### config.mk
export PLATFORM = sky130hd
export DESIGN_NAME = booth_mul
export DESIGN_NICKNAME = d
export VERILOG_FILES = /design/src/rtl/booth_pkg.sv /design/src/rtl/booth_decode.sv /design/src/rtl/booth_addsub.sv /design/src/rtl/booth_counter.sv /design/src/rtl/booth_mul.sv
export SDC_FILE = /design/constraint.sdc
export NUM_CORES = 1
export LEC_CHECK = 0
export BUFFER_PORTS_ARGS = -buffer_cell sky130_fd_sc_hd__buf_4
export CORE_MARGIN = 2
export CORE_UTILIZATION = 45
export CTS_BUF_LIST = sky130_fd_sc_hd__clkbuf_8
export CTS_CLUSTER_DIAMETER = 50
export CTS_CLUSTER_SIZE = 8
export DETAILED_ROUTE_END_ITERATION = 8
export GPL_ROUTABILITY_DRIVEN = 0
export HOLD_SLACK_MARGIN = 0.03
export MAX_ROUTING_LAYER = met4
export PLACE_DENSITY = 0.69
export SLEW_MARGIN = 10
export SYNTH_ARGS = -nofsm -noshare
export SYNTH_HDL_FRONTEND = slang
export SYNTH_SLANG_ARGS = --single-unit
### constraint.sdc
create_clock -name clk -period 4.9 [get_ports clk]
set_input_delay 0.735 -clock clk [delete_from_list [all_inputs] [get_ports clk]]
set_output_delay 0.735 -clock clk [all_outputs]
set_load 0.02 [all_outputs]
### src/rtl/booth_pkg.sv
package booth_pkg;
  typedef enum logic [1:0] {ST_IDLE, ST_RUN, ST_HOLD} state_t;
  typedef enum logic [1:0] {OP_KEEP, OP_ADD, OP_SUB} op_t;
endpackage

### src/rtl/booth_decode.sv
module booth_decode
  import booth_pkg::*;
(
  input  logic low_bit,
  input  logic trail_bit,
  output op_t  op
);
  always_comb begin
    case ({low_bit, trail_bit})
      2'b10:   op = OP_SUB;   // lower edge of a run of ones
      2'b01:   op = OP_ADD;   // upper edge of a run of ones
      default: op = OP_KEEP;  // inside a run
    endcase
  end
endmodule

### src/rtl/booth_addsub.sv
module booth_addsub
  import booth_pkg::*;
#(
  parameter int AW = 9
) (
  input  logic [AW-1:0] acc,
  input  logic [AW-1:0] mcand,
  input  op_t           op,
  output logic [AW-1:0] res
);
  always_comb begin
    case (op)
      OP_ADD:  res = acc + mcand;
      OP_SUB:  res = acc - mcand;
      default: res = acc;
    endcase
  end
endmodule

### src/rtl/booth_counter.sv
module booth_counter #(
  parameter int W = 8
) (
  input  logic clk,
  input  logic rst_n,
  input  logic load,
  input  logic step,
  output logic last
);
  localparam int CW = $clog2(W + 1);
  localparam logic [CW-1:0] START = CW'(W);

  logic [CW-1:0] cnt;

  always_ff @(posedge clk or negedge rst_n) begin
    if (!rst_n)    cnt <= '0;
    else if (load) cnt <= START;
    else if (step) cnt <= cnt - 1'b1;
  end

  assign last = (cnt == CW'(1));
endmodule

### src/rtl/booth_mul.sv
module booth_mul
  import booth_pkg::*;
#(
  parameter int W = 8
) (
  input  logic           clk,
  input  logic           rst_n,
  input  logic           in_valid,
  output logic           in_ready,
  input  logic [W-1:0]   in_mcand,
  input  logic [W-1:0]   in_mplier,
  output logic           out_valid,
  input  logic           out_ready,
  output logic [2*W-1:0] out_prod
);
  // One guard bit on the partial product so that subtracting the most
  // negative multiplicand cannot wrap.
  localparam int AW = W + 1;

  state_t          state;
  logic [AW-1:0]   acc;
  logic [AW-1:0]   mcand_q;
  logic [W-1:0]    mplier_q;
  logic            trail_q;
  op_t             op;
  logic [AW-1:0]   sum;
  logic            accept;
  logic            running;
  logic            last_step;

  assign accept  = in_valid && (state == ST_IDLE);
  assign running = (state == ST_RUN);

  booth_decode u_dec (
    .low_bit   (mplier_q[0]),
    .trail_bit (trail_q),
    .op        (op)
  );

  booth_addsub #(.AW(AW)) u_alu (
    .acc   (acc),
    .mcand (mcand_q),
    .op    (op),
    .res   (sum)
  );

  booth_counter #(.W(W)) u_cnt (
    .clk   (clk),
    .rst_n (rst_n),
    .load  (accept),
    .step  (running),
    .last  (last_step)
  );

  always_ff @(posedge clk or negedge rst_n) begin
    if (!rst_n) begin
      state    <= ST_IDLE;
      acc      <= '0;
      mcand_q  <= '0;
      mplier_q <= '0;
      trail_q  <= 1'b0;
    end else begin
      case (state)
        ST_IDLE: begin
          if (in_valid) begin
            acc      <= '0;
            trail_q  <= 1'b0;
            mplier_q <= in_mplier;
            mcand_q  <= {in_mcand[W-1], in_mcand};
            state    <= ST_RUN;
          end
        end
        ST_RUN: begin
          // arithmetic shift right of {partial, multiplier, trailing bit}
          {acc, mplier_q, trail_q} <= {sum[AW-1], sum, mplier_q};
          if (last_step) state <= ST_HOLD;
        end
        ST_HOLD: begin
          if (out_ready) state <= ST_IDLE;
        end
        default: state <= ST_IDLE;
      endcase
    end
  end

  assign in_ready  = (state == ST_IDLE);
  assign out_valid = (state == ST_HOLD);
  assign out_prod  = {acc[W-1:0], mplier_q};
endmodule

==> results.cfg <==
[synth]
synth_seq_area_share_pct = 41.47
syn_nets = 246
yosysWarnings = 0
async_flop_share_pct = 100.0
synth.distinct_cells = 39
synth_edf_count = 0
syn_area_um2 = 1871
synth_cells = 213
synth.avg_cell_area_um2 = 8.782
ys.flop_type = dfrtp_1
ys_ff_latch = 31

[detailed_routing]
first_iter_violations = 89
vias = 1582
wl_per_cell_um = 12.69
vias_per_cell = 5.291
drc = 0
drt_wl_total_um = 3794
ant_nets = 0
firstDrtPassIters = 4

[floorplan]
rows = 23
coreArea_um2 = 4000
die_w_um = 68.47
die_h_um = 68.47
die-area_um2 = 4688
io_pins = 38
initial_utilization_pct = 46.76

[outcome]
status = completed

[layout]
syn_to_final_growth_pct = 20.74
sequential_cell_area_um2 = 775.7
nets = 281
layout_commonest_cell = nand2_1
fillers = 377
most-common-layout-cells = 41 x nand2_1, 39 x buf_4, 31 x dfrtp_1
num_antenna_cells = 0
drive_gt1_share_pct = 18.88
multi_input_area_um2 = 1008

[global_route]
antenna_found_initial = 0
grt_max_degree = 32
grt_pass1_vias = 1401
track_usage_pct = 19.46
gr-total-overflow = 0
grt_pass1_wl_um = 6541

[timing]
fin_setup_tns_ns = 0
worstMarginPinSlew_ns = 0.7458
hold_violations = 0
finalSetupViolCount = 0
rsz0062_at_grt = false
slew_headroom_pct = 50.28
fin_skew_ns = 0.003282
post-route-min-period_ns = 2.655
finalMaxSlewViolations = 0
fmax_mhz = 376.6
finalCritPeriodShare_pct = 54.18

[critical_path]
worstPathCellList = inv_1 > ha_1 > mux2_2 > fa_1 > nand2b_1 > a21oi_1 > a41oi_1 > mux2i_1 > mux2i_1
crit_path_start_kind = flip-flop
r2r-end = acc[7]$_DFFE_PN0P_
reg2reg_depth = 9
path_common_cell = mux2i_1
crit_slowest_cell = fa_1
worst_setup_path_end_kind = flip-flop
r2r_slack_ns = 2.24
critPathMaxStageDelay_ns = 0.43
worstReg2RegStart = trail_q$_DFFE_PN0P_
worstPathMaxFanout = 8
path_class = flip-flop to flip-flop
crit_required_ns = 5.10
worstPathArrival_ns = 2.86

[clock_network]
post_cts_buffers = 0
clock_path_buffers = 2
cts_max_level = 2
clk_pin_slew_ns = 0.06
cts_made_buffers = 5
cts_sinks = 31
cts_resized = 0
hold_buffers = 0
clk_latency_ns = 0.28
cts_tree = built
cts_root_buf = clkbuf_8

[placed_design]
hpwl_um = 2815
port_buffers = 37

[min_path]
hold_class = primary input to async pin

[run]
maxCapViolCount = 0
## cell usage after synthesis (all sizes together), types with 3 or more instances
library cell / number / area share (%)
nand2: 41 / 8.2
dfrtp: 31 / 41
nor2: 18 / 3.6
o21ai: 17 / 4.5
ha: 12 / 8.0
inv: 10 / 2.0
a31oi: 8 / 2.7
xnor2: 8 / 3.7
a21oi: 7 / 1.9
clkbuf: 7 / 1.4
mux2i: 5 / 2.7
buf: 4 / 1.2
nand3: 4 / 1.1
nor3: 4 / 1.1
xor2: 4 / 1.9
a32oi: 3 / 1.4
nand2b: 3 / 1.0
o21a: 3 / 1.2
## logic make-up (layout without fill, tap and decap cells)
| kind of cell | after synthesis | count (layout) | share of synthesized area [%] |
|---|---|---|---|
| compound gates | 52 | 52 | 18.06 |
| xor+xnor | 12 | 12 | 5.619 |
| fa+ha+maj | 13 | 13 | 9.097 |
| buf+inv | 21 | 57 | 4.616 |
| flops | 31 | 31 | 41.47 |
| mux | 6 | 6 | 3.278 |
| simple gates | 78 | 78 | 17.86 |
## metal layers
metal / global-route usage, % / part of all wire [%] / up-vias
met5: - / 0 / -
met4: 6.750 / 1.1 / 0
met3: 4.441 / 5.4 / 4
met2: 27.64 / 45 / 31
met1: 27.12 / 49 / 736
li1: - / - / 811
## how the worst max path moves through the flow
stage | from | to | slack [ns] | cells past startpoint
floorplan | trail_q$_DFFE_PN0P_ | acc[7]$_DFFE_PN0P_ | 2.36 | 10
global placement | trail_q$_DFFE_PN0P_ | acc[7]$_DFFE_PN0P_ | 2.34 | 9
detailed placement | trail_q$_DFFE_PN0P_ | acc[7]$_DFFE_PN0P_ | 2.25 | 9
CTS | trail_q$_DFFE_PN0P_ | acc[7]$_DFFE_PN0P_ | 2.23 | 9
global route | mcand_q[3]$_DFFE_PN0P_ | acc[7]$_DFFE_PN0P_ | 2.03 | 9
finish | trail_q$_DFFE_PN0P_ | acc[7]$_DFFE_PN0P_ | 2.24 | 9
## worst max-delay path, delay by kind of cell, from the launching register on
family	cells	cell delay, ns
AO/OA/AOI/OAI	2	0.44
adder cells (fa/ha/maj)	2	0.74
buffers and inverters	1	0.06
flip-flops	1	0.38
multiplexers	3	0.81
AND/OR/NAND/NOR	1	0.16
## flip-flops by register name, summed over array words and instances, names as in the netlist
signal and cells:
acc 8, mcand_q 8, mplier_q 8, u_cnt.cnt 4, state 2, trail_q 1
## through the flow
step | util [%] | worst slack (ns) | std cells | hold slack [ns] | instance area [µm²]
floorplan | - | 2.358 | 213 | 0.4394 | 1871
global placement | 54.43 | 2.339 | 291 | 0.4873 | 2177
detailed placement | 54.43 | 2.248 | 291 | 0.4961 | 2177
CTS | 56.46 | 2.226 | 299 | 0.3960 | 2258
global route | 56.46 | 2.027 | 299 | 0.4127 | 2258
finish | 56.46 | 2.245 | 299 | 0.3804 | 2258
## final cells by class
type | count | share of cell area (%)
Multi-Input combinational cell | 161 | 44.65
Sequential cell | 31 | 34.35
Timing Repair Buffer | 39 | 12.96
Clock buffer | 5 | 3.047
Tap cell | 50 | 2.770
Inverter | 10 | 1.662
Clock inverter | 3 | 0.5540
Power is left out: the tool's default activity adds up to more than one toggle a clock period on the data nets, which glitch-free logic cannot reach.
